<file path="src/rtl/slq_pkg.sv">
package slq_pkg;

   // Outcome of resolving the oldest queue entry in a cycle
   typedef enum logic [1:0] {
      RES_IDLE   = 2'd0,
      RES_COMMIT = 2'd1,
      RES_SQUASH = 2'd2
   } slq_res_e;

   function automatic bit is_pow2(input int unsigned v);
      return (v != 0) && ((v & (v - 1)) == 0);
   endfunction

endpackage

</file>
<file path="src/rtl/slq_line_cmp.sv">
module slq_line_cmp #(
   parameter int unsigned DEPTH  = 8,
   parameter int unsigned ADDR_W = 32,
   parameter int unsigned LINE_W = 26
) (
   input  logic [DEPTH-1:0][LINE_W-1:0] entry_line,
   input  logic [LINE_W-1:0]            new_line,
   input  logic                         inv_v,
   input  logic [LINE_W-1:0]            inv_line,
   input  logic                         ev_v,
   input  logic [LINE_W-1:0]            ev_line,
   output logic [DEPTH-1:0]             entry_hit,
   output logic                         new_hit
);

   localparam int unsigned SPAN = ADDR_W - LINE_W;

   generate
      if (SPAN == 0 || LINE_W == 0) begin : g_bad_split
         $error("slq_line_cmp: line field must be narrower than the address");
      end
   endgenerate

   genvar gi;
   generate
      for (gi = 0; gi < DEPTH; gi++) begin : g_entry
         assign entry_hit[gi] = (inv_v && (entry_line[gi] == inv_line)) ||
                                (ev_v  && (entry_line[gi] == ev_line));
      end
   endgenerate

   assign new_hit = (inv_v && (new_line == inv_line)) ||
                    (ev_v  && (new_line == ev_line));

endmodule

</file>
<file path="src/rtl/slq_ring_ctrl.sv">
module slq_ring_ctrl #(
   parameter int unsigned DEPTH = 8,
   localparam int unsigned PTR_W = $clog2(DEPTH),
   localparam int unsigned CNT_W = $clog2(DEPTH + 1)
) (
   input  logic             clk,
   input  logic             rst_n,
   input  logic             push,
   input  logic             pop,
   input  logic             flush,
   output logic [PTR_W-1:0] head,
   output logic [PTR_W-1:0] tail,
   output logic [CNT_W-1:0] count,
   output logic             full,
   output logic             empty
);

   localparam logic [CNT_W-1:0] DEPTH_C = CNT_W'(DEPTH);

   generate
      if (!slq_pkg::is_pow2(DEPTH) || DEPTH < 2) begin : g_bad_depth
         $error("slq_ring_ctrl: DEPTH must be a power of two, at least 2");
      end
   endgenerate

   logic [PTR_W-1:0] head_q, tail_q;
   logic [CNT_W-1:0] count_q;

   assign head  = head_q;
   assign tail  = tail_q;
   assign count = count_q;
   assign full  = (count_q == DEPTH_C);
   assign empty = (count_q == '0);

   always_ff @(posedge clk or negedge rst_n) begin
      if (!rst_n) begin
         head_q  <= '0;
         tail_q  <= '0;
         count_q <= '0;
      end else if (flush) begin
         tail_q  <= head_q;
         count_q <= '0;
      end else begin
         if (pop)  head_q <= head_q + 1'b1;
         if (push) tail_q <= tail_q + 1'b1;
         case ({push, pop})
            2'b10:   count_q <= count_q + 1'b1;
            2'b01:   count_q <= count_q - 1'b1;
            default: count_q <= count_q;
         endcase
      end
   end

   assert_no_overflow_R2: assert property (@(posedge clk) disable iff (!rst_n)
      count_q <= DEPTH_C);

   assert_flush_empties_R7: assert property (@(posedge clk) disable iff (!rst_n)
      flush |=> (count_q == '0));

   assert_head_advance_R8: assert property (@(posedge clk) disable iff (!rst_n)
      (pop && !flush) |=> (head_q == $past(head_q) + 1'b1));

   assert_no_push_full_R2: assert property (@(posedge clk) disable iff (!rst_n)
      full |-> !push);

endmodule

</file>
<file path="src/rtl/spec_load_queue.sv">
module spec_load_queue
   import slq_pkg::*;
#(
   parameter int unsigned DEPTH      = 8,
   parameter int unsigned ADDR_W     = 32,
   parameter int unsigned LINE_BYTES = 64,
   localparam int unsigned PTR_W     = $clog2(DEPTH),
   localparam int unsigned CNT_W     = $clog2(DEPTH + 1),
   localparam int unsigned OFS_W     = $clog2(LINE_BYTES),
   localparam int unsigned LINE_W    = ADDR_W - OFS_W
) (
   input  logic              clk,
   input  logic              rst_n,
   input  logic              ld_valid,
   input  logic [ADDR_W-1:0] ld_addr,
   input  logic              ld_behind_older,
   output logic              ld_ready,
   output logic [PTR_W-1:0]  ld_slot,
   input  logic              inv_valid,
   input  logic [ADDR_W-1:0] inv_addr,
   input  logic              evict_valid,
   input  logic [ADDR_W-1:0] evict_addr,
   input  logic              older_done,
   output logic              commit_valid,
   output logic [PTR_W-1:0]  commit_slot,
   output logic              replay_valid,
   output logic [PTR_W-1:0]  replay_slot,
   output logic [CNT_W-1:0]  replay_count
);

   generate
      if (!is_pow2(LINE_BYTES) || LINE_BYTES < 2) begin : g_bad_line
         $error("spec_load_queue: LINE_BYTES must be a power of two");
      end
      if (ADDR_W <= OFS_W) begin : g_bad_addr
         $error("spec_load_queue: address narrower than line offset");
      end
   endgenerate

   // ---------------- entry storage ----------------
   logic [DEPTH-1:0][LINE_W-1:0] line_q;
   logic [DEPTH-1:0]             poison_q;

   // ---------------- ring pointers ----------------
   logic [PTR_W-1:0] head, tail;
   logic [CNT_W-1:0] count;
   logic             full, empty;
   logic             push, pop, flush;

   // ---------------- line match ----------------
   logic [LINE_W-1:0] new_line, inv_line, ev_line;
   logic [DEPTH-1:0]  entry_hit;
   logic              new_hit;

   assign new_line = ld_addr[ADDR_W-1:OFS_W];
   assign inv_line = inv_addr[ADDR_W-1:OFS_W];
   assign ev_line  = evict_addr[ADDR_W-1:OFS_W];

   slq_line_cmp #(
      .DEPTH  (DEPTH),
      .ADDR_W (ADDR_W),
      .LINE_W (LINE_W)
   ) u_cmp (
      .entry_line (line_q),
      .new_line   (new_line),
      .inv_v      (inv_valid),
      .inv_line   (inv_line),
      .ev_v       (evict_valid),
      .ev_line    (ev_line),
      .entry_hit  (entry_hit),
      .new_hit    (new_hit)
   );

   // ---------------- resolution of the oldest entry ----------------
   slq_res_e res;
   logic     head_bad;

   assign head_bad = poison_q[head] | entry_hit[head];

   always_comb begin
      res = RES_IDLE;
      if (older_done && !empty) begin
         res = head_bad ? RES_SQUASH : RES_COMMIT;
      end
   end

   assign pop   = (res == RES_COMMIT);
   assign flush = (res == RES_SQUASH);

   assign ld_ready = !full && !flush;
   assign push     = ld_valid && ld_ready && (ld_behind_older || !empty);
   assign ld_slot  = tail;

   assign commit_valid = pop;
   assign commit_slot  = head;
   assign replay_valid = flush;
   assign replay_slot  = head;
   assign replay_count = count;

   slq_ring_ctrl #(
      .DEPTH (DEPTH)
   ) u_ring (
      .clk   (clk),
      .rst_n (rst_n),
      .push  (push),
      .pop   (pop),
      .flush (flush),
      .head  (head),
      .tail  (tail),
      .count (count),
      .full  (full),
      .empty (empty)
   );

   // ---------------- per-entry state ----------------
   genvar gi;
   generate
      for (gi = 0; gi < DEPTH; gi++) begin : g_slot
         logic alloc;
         assign alloc = push && (tail == PTR_W'(gi));

         always_ff @(posedge clk or negedge rst_n) begin
            if (!rst_n) begin
               line_q[gi]   <= '0;
               poison_q[gi] <= 1'b0;
            end else if (alloc) begin
               line_q[gi]   <= new_line;
               poison_q[gi] <= new_hit;
            end else begin
               poison_q[gi] <= poison_q[gi] | entry_hit[gi];
            end
         end
      end
   endgenerate

   // ---------------- checks on the outcome ports ----------------
   assert_one_outcome_R6: assert property (@(posedge clk) disable iff (!rst_n)
      $onehot0({commit_valid, replay_valid}));

   assert_empty_quiet_R11: assert property (@(posedge clk) disable iff (!rst_n)
      (count == '0) |-> (!commit_valid && !replay_valid));

   assert_squash_stalls_R10: assert property (@(posedge clk) disable iff (!rst_n)
      replay_valid |-> !ld_ready);

   assert_full_stalls_R2: assert property (@(posedge clk) disable iff (!rst_n)
      (count == CNT_W'(DEPTH)) |-> !ld_ready);

   assert_replay_count_R7: assert property (@(posedge clk) disable iff (!rst_n)
      replay_valid |-> (replay_count != '0));

endmodule

</file>
<file path="config.mk">
export PLATFORM = sky130hd
export DESIGN_NAME = spec_load_queue
export DESIGN_NICKNAME = d
export VERILOG_FILES = /design/src/rtl/slq_pkg.sv /design/src/rtl/slq_line_cmp.sv /design/src/rtl/slq_ring_ctrl.sv /design/src/rtl/spec_load_queue.sv
export SDC_FILE = /design/constraint.sdc
export NUM_CORES = 1
export LEC_CHECK = 0
export BUFFER_PORTS_ARGS = -buffer_cell sky130_fd_sc_hd__buf_2
export CAP_MARGIN = 20
export CORE_MARGIN = 1
export CORE_UTILIZATION = 45
export DETAILED_ROUTE_END_ITERATION = 7
export GPL_TIMING_DRIVEN = 0
export PLACE_DENSITY_LB_ADDON = 0.2
export SLEW_MARGIN = 30
export SYNTH_ARGS = -nofsm -noshare
export SYNTH_HDL_FRONTEND = slang
export SYNTH_SLANG_ARGS = --single-unit
</file>
<file path="constraint.sdc">
create_clock -name clk -period 10 [get_ports clk]
set_clock_uncertainty 0.2 [all_clocks]
set_input_delay 1.5 -clock clk [delete_from_list [all_inputs] [get_ports clk]]
set_output_delay 1.5 -clock clk [all_outputs]
set_load 0.02 [all_outputs]
</file>
# [Yosys cells after proc, flatten, opt, wreduce, memory -nomap -nowiden]
# Cells that the tools add are included.
[op_classes] n_addsub=4 magnitude_cmp=1 eq_ne=30 mux=18 n_bitwise=10 n_reduce_logical=48
[op_table] op="26-bit equality test" count=18
[op_table] op="1-bit logical AND" count=30
[op_table] op="3-bit equality test (second input constant)" count=4
[op_table] op="1-bit logical OR" count=10
[op_table] op="1-bit 2-to-1 mux" count=10
[op_table] op="1-bit OR" count=9
[op_table] op="4-bit case mux with 2 select lines" count=1
[op_table] op="3-bit by 1-bit adder with 3-bit output (second input constant)" count=2
[op_table] op="1-bit binary-select mux with 3-bit select" count=2
[op_table] op="3-bit by 2-bit equality test with 1-bit output (second input constant)" count=2
[op_table] op="3-bit 2-to-1 mux" count=2
[op_table] op="4-bit by 1-bit adder with 4-bit output (second input constant)" count=1
[op_table] op="2-bit by 1-bit equality test with 1-bit output (second input constant)" count=2
[op_table] op="2-bit equality test (second input constant)" count=2
[op_table] op="4-bit equality test (second input constant)" count=1
[op_table] op="4-bit zero test" count=1
[op_table] op="3-bit by 4-bit < comparator with 1-bit output (second input constant)" count=1
[op_table] op="2-bit 2-to-1 mux" count=2
[op_table] op="4-bit 2-to-1 mux" count=1
[op_table] op="4-bit by 1-bit subtractor with 4-bit output (second input constant)" count=1
[op_table] op="3-bit by 1-bit equality test with 1-bit output (second input constant)" count=1
[op_table] op="1-bit zero test" count=3
[op_table] op="3-bit zero test" count=1
[op_table] op="3-bit nonzero test" count=1
[op_table] op="3 further kinds" count=3
[totals] register_bits=226 inputBits=103 out_inout_bits=16 elab_cells=130

# [Logic depth before layout (Yosys ltp)]
[depth] word_depth=16 mapped_depth=19 mapped_depth_nobuf=16

# [Cells and area by module]
# From an unflattened synthesis, not the netlist that was laid out.
[hier_totals] hier_cells=1247 hier_area_um2=14843.0
[modules_own_cells] mod="spec_load_queue" instances=1 cells_each=489 area_each_um2=8400.6
[modules_own_cells] mod="slq_line_cmp" instances=1 cells_each=693 area_each_um2=5793.1
[modules_own_cells] mod="slq_ring_ctrl" instances=1 cells_each=65 area_each_um2=649.4

# [Least setup slack after synthesis]
# OpenSTA, ideal clock, no wires.
[synth_timing] path_type="in2out" start="input inv_addr[24]" end="output replay_valid" arrival_time_ns=3.761 slack_ns=4.539 stages=12 n_path_buf=3 cell_sequence="buf_4 > xnor2_1 > nand4_1 > or4_1 > nor4_1 > nor3_4 > o22ai_1 > or4_1 > buf_6 > buf_6 > nand2_1 > inv_1"
[synth_between] elab_chain_len=9 word_cells_on_any_way=30
[synth_rtl] element="start: declaration" line_no="spec_load_queue.sv:20" text="input logic [ADDR_W-1:0] inv_addr,"
[synth_rtl] element="26-bit equality test" line_no="slq_line_cmp.sv:27" text="assign entry_hit[gi] = (inv_v && (entry_line[gi] == inv_line)) ||"
[synth_rtl] element="1-bit logical AND" line_no="slq_line_cmp.sv:27"
[synth_rtl] element="1-bit logical OR" line_no="slq_line_cmp.sv:27"
[synth_rtl] element="1-bit binary-select mux with 3-bit select (*)" line_no="spec_load_queue.sv:78" text="assign head_bad = poison_q[head] | entry_hit[head];"
[synth_rtl] element="1-bit 2-to-1 mux (implied by the code) (*)" line_no="spec_load_queue.sv:78"
[synth_rtl] element="1-bit OR (*)" line_no="spec_load_queue.sv:78"
[synth_rtl] element="2-bit 2-to-1 mux (*)" line_no="spec_load_queue.sv:83" text="res = head_bad ? RES_SQUASH : RES_COMMIT;"
[synth_rtl] element="2-bit 2-to-1 mux (*)" line_no="spec_load_queue.sv:82" text="if (older_done && !empty) begin"
[synth_rtl] element="2-bit equality test (*)" line_no="spec_load_queue.sv:88" text="assign flush = (res == RES_SQUASH);"
[synth_rtl] element="end: declaration" line_no="spec_load_queue.sv:26" text="output logic replay_valid,"
# Every way passes the cells marked *; elsewhere a longest branch is shown, timed or not. The select of a mux whose other input is x is not followed.

# [Final worst setup path]
[layout_timing] start="input evict_addr[18]" end="output replay_valid"
[layout_between] elab_chain_len=9 word_cells_on_any_way=30
[layout_rtl] element="start: declaration" line_no="spec_load_queue.sv:22" text="input logic [ADDR_W-1:0] evict_addr,"
[layout_rtl] element="26-bit equality test" line_no="slq_line_cmp.sv:28" text="(ev_v && (entry_line[gi] == ev_line));"
[layout_rtl] element="1-bit logical AND" line_no="slq_line_cmp.sv:28"
[layout_rtl] element="1-bit logical OR" line_no="slq_line_cmp.sv:27"
[layout_rtl] element="1-bit binary-select mux with 3-bit select (*)" line_no="spec_load_queue.sv:78"
[layout_rtl] element="1-bit 2-to-1 mux (implied by the code) (*)" line_no="spec_load_queue.sv:78"
[layout_rtl] element="1-bit OR (*)" line_no="spec_load_queue.sv:78"
[layout_rtl] element="2-bit 2-to-1 mux (*)" line_no="spec_load_queue.sv:83"
[layout_rtl] element="2-bit 2-to-1 mux (*)" line_no="spec_load_queue.sv:82"
[layout_rtl] element="2-bit equality test (*)" line_no="spec_load_queue.sv:88"
# Marked as above.

==> metrics.md <==
| Metric | Value |
|---|---|
| Post-Synthesis Cell Area | 0.0153 mm² |
| Crit path kind | in -> out |
| Syn. warnings | 0 |
| Die Span X | 187 µm |
| Pleak | 0.00645 µW |
| Total core area | 0.0335 mm² |
| Netlist cell types | 41 |
| CP startpoint | evict_addr[18] |
| # DRC | 0 |
| Via/cell ratio | roughly 6.0 |
| CTS tree | built |
| WL/cell | 32.2 µm |
| Worst vdd ir | 0.000181 V |
| Final setup viols | 0 |
| Initial antenna violation count | 1 |
| Reg2Reg Launch Point | line_q[90] |
| RSZ-0062 raised after global routing | no |
| Chip height | 187 µm |
| RD Place Congestion | 0.937 |
| CTS sink count | 226 |
| Final period util | 67.1% |
| Row Count | 67 |
| Switching Fraction | roughly 37% |
| Mapped Cells | 1,282 |
| Post-route ant nets | 0 |
| CP top delay family | simple AND/OR/NAND/NOR gates |
| Maxcap violations | 0 |
| Num ports | 119 |
| GRT overflow | 0 |
| Crit path max fanout | 10 |
| Clock power share | 20.3% |
| Cts bufs inserted | 28 |
| Top-area cell type share of the netlist area | 36.9% |
| Critical Path Max Stage Delay | about 900 ps |
| R2R depth | 18 |
| Ys async rst share | between 90% and 100% |
| Bufs on Longest Clock Path | 3 |
| Worst-skew pair later-pin latency | roughly 570 ps |
| Area delta synth->final | 11.5% |
| Post-synth top cells | xnor2_1, dfrtp_1, mux2_4, nand4_1, mux2_2 |
| Main synth FF type | dfrtp_1 |
| EDFF count, synth | 0 |
| Hold_sp | poison_q[6] |
| Pint | 3270 µW |
| Drt first pass iters | 5 |
| Critical path, cell by cell | buf_6 -> xnor2_1 -> nand4_1 -> or4_1 -> nor4_1 -> nor3_1 -> o22ai_1 -> or4_1 -> buf_6 -> buf_6 -> nand2_1 -> inv_1 -> buf_2 |
| Nets | 1,451 |
| Fmax achieved | 149 MHz |
| Register area share after synthesis | 36.9% |
| Area post-placement | 0.0161 mm² |
| Flop2flop setup slack | 4880 ps |
| Total number of vias | 10.8k |
| Synthesized area per cell | roughly 12 µm² |
| Crit. End Element | output port |
| Slew HR | 28.0% |
| Pins Over Slew Limit | 0 |
| Status | complete, no violations |
| Synth top area cells | dfrtp_1, xnor2_1, mux2_4 |
| Flop pwr share | 36.9% |
| Post-Syn Nets | 1,395 |
| Hold Path Sink | poison_q[6] |
| Gates resized, CTS repair | 0 |
| Drt total wl | 58,200 µm |
| Critical-path top delay cell | nor4_1 |
| CP Launch Type | input port |
| #FFs+latches synth | 226 |
| H-tree depth | 1 |
| Worst Max-Slew Pin Slew | about 1100 ps |
| Tot GR Track Use | 33.6% |
| Data required, critical path | 8300 ps |
| Post-DP HPWL | 39,200 µm |
| Worst endpoint data arrival time | ~5000 ps |
| Largest net degree at the start of global routing | 78 |
| Setup TNS | 0 ps |
| Hold_buf cts | 0 |
| Cell with the most instances after synthesis | xnor2_1 |
| DIE AREA | approximately 0.035 mm² |
| WHS Path Cells | 2 |
| Share of cells above drive strength 1 | 28.3% |
| Combinational Power Share | between 40 and 50% |
| Post-CTS Setup Inserts | 0 |
| Final hold vios | 0 |
| Net Sw Power | slightly below 2000 µW |
| Worst r2r dst | u_ring.count[3] |
| Hold crit path type | reg -> reg |
| Final instance area | 0.0171 mm² |
| Vias in the first global route | ~11k |
| Root buf cell | clkbuf_16 |
| Starting DRT DRC Count | 813 |
| Period minus WS final | 6710 ps |
| Worst-path clk slew | 60 ps |
| Bufs and invs on worst path | 5 |
| Cell mode on critical path | buf_6 |
| Dominant cell type by area after synthesis | dfrtp_1 |
| Pwr/cell area | about 310 mW/mm² |
| First-pass GRT wire length | 83,200 µm |
| Initial Util | 45.7% |
| Port buffer count | 19 |
[final cells by class]
| type | instances | area [µm²] |
|---|---|---|
| fill | 3029 | 16400 |
| antenna | 1 | 2.50 |
| clock inverter | 7 | 71.3 |
| multi-input combinational | 936 | 8780 |
| timing repair buffer | 26 | 221 |
| inverter | 10 | 37.5 |
| buffer | 110 | 885 |
| sequential | 226 | 5660 |
| clock buffer | 45 | 895 |
| tap | 448 | 561 |
[kinds of logic (layout without fill, tap and decap cells)]
logic type | count (synthesis) | in the layout | share of synthesized area, %
AOI/OAI and AO/OA | 33 | 33 | 2.45
and+or+nand+nor | 198 | 198 | 7.86
xor gates and xnor gates | 474 | 474 | 27.1
adders and majority gates | 10 | 10 | 0.865
buffers and inverters | 120 | 198 | 5.92
DFF | 226 | 226 | 36.9
muxes | 221 | 221 | 19.0
other | 0 | 1 | 0
[stage by stage]
| step | hold slack (ps) | instances | utilization [%] | power (µW) | worst slack [ps] |
|---|---|---|---|---|---|
| floorplan | 299 | 1282 | - | 3530 | 4540 |
| global placement | 334 | 1749 | 47.7 | 4080 | 2920 |
| detailed placement | 340 | 1755 | 48.1 | 4130 | 3020 |
| CTS | 349 | 1807 | 51.0 | 5200 | 3010 |
| global route | 381 | 1808 | 51.0 | 5460 | 3290 |
| finish | 355 | 1809 | 51.0 | 5220 | 3290 |
[per-layer routing]
metal	vias up	global-route usage, %	part of all wire, %
met3	171	5.51	7.2
met4	0	19.2	6.8
met5	-	0	0
met2	503	52.4	45
met1	5602	44.2	41
li1	4512	-	-
[state kept, by name, summed over array words and instances (netlist names)]
name	flops
line_q	208
poison_q	8
u_ring.count	4
u_ring.head	3
u_ring.tail	3
[layout by cell type, fill, tap and decap left out, drive strengths merged, types with 3 or more instances in the layout]
master and instances:
a2111oi 6, a21oi 3, a22oi 3, a41oi 3, buf 109, clkbuf 72, clkinv 6, dfrtp 226
ha 9, inv 10, mux2 213, mux2i 8, nand2 12, nand3 16, nand3b 3, nand4 102
nor2 4, nor3 15, nor4 27, o21ai 6, or4 12, xnor2 426, xor2 48
[worst reg2reg max path, stage by stage (launching register included)]
cell	delay, ps
dfrtp_1	410
xnor2_1	320
nand4_1	270
or4_1	600
nor4_1	910
nor3_1	210
o22ai_1	170
or4_1	140
buf_6	170
buf_6	180
nor3_1	120
ha_1	340
a21o_1	170
a21o_1	210
nand3_1	100
xor2_1	160
nor2_1	60
a41oi_1	150
o21ai_0	110
[how the worst max path moves through the flow]
stage	to	slack, ps	cells after the start
after floorplan	replay_valid	4540	12
after global placement	u_ring.count[2]	2920	1
after detailed placement	replay_valid	3020	12
after CTS	replay_valid	3010	12
after global routing	replay_valid	3290	13
final	replay_valid	3290	13
[power groups by stage]
stage | clock network (µW) | registers [µW] | logic (µW)
after global placement | 0 | 1910 | 2170
after global routing | 1100 | 1980 | 2380
after CTS | 1070 | 1910 | 2210
final | 1060 | 1930 | 2240
after detailed placement | 0 | 1920 | 2200
after floorplan | 0 | 1800 | 1730
Note: power is estimated with default switching activity, not from simulation.
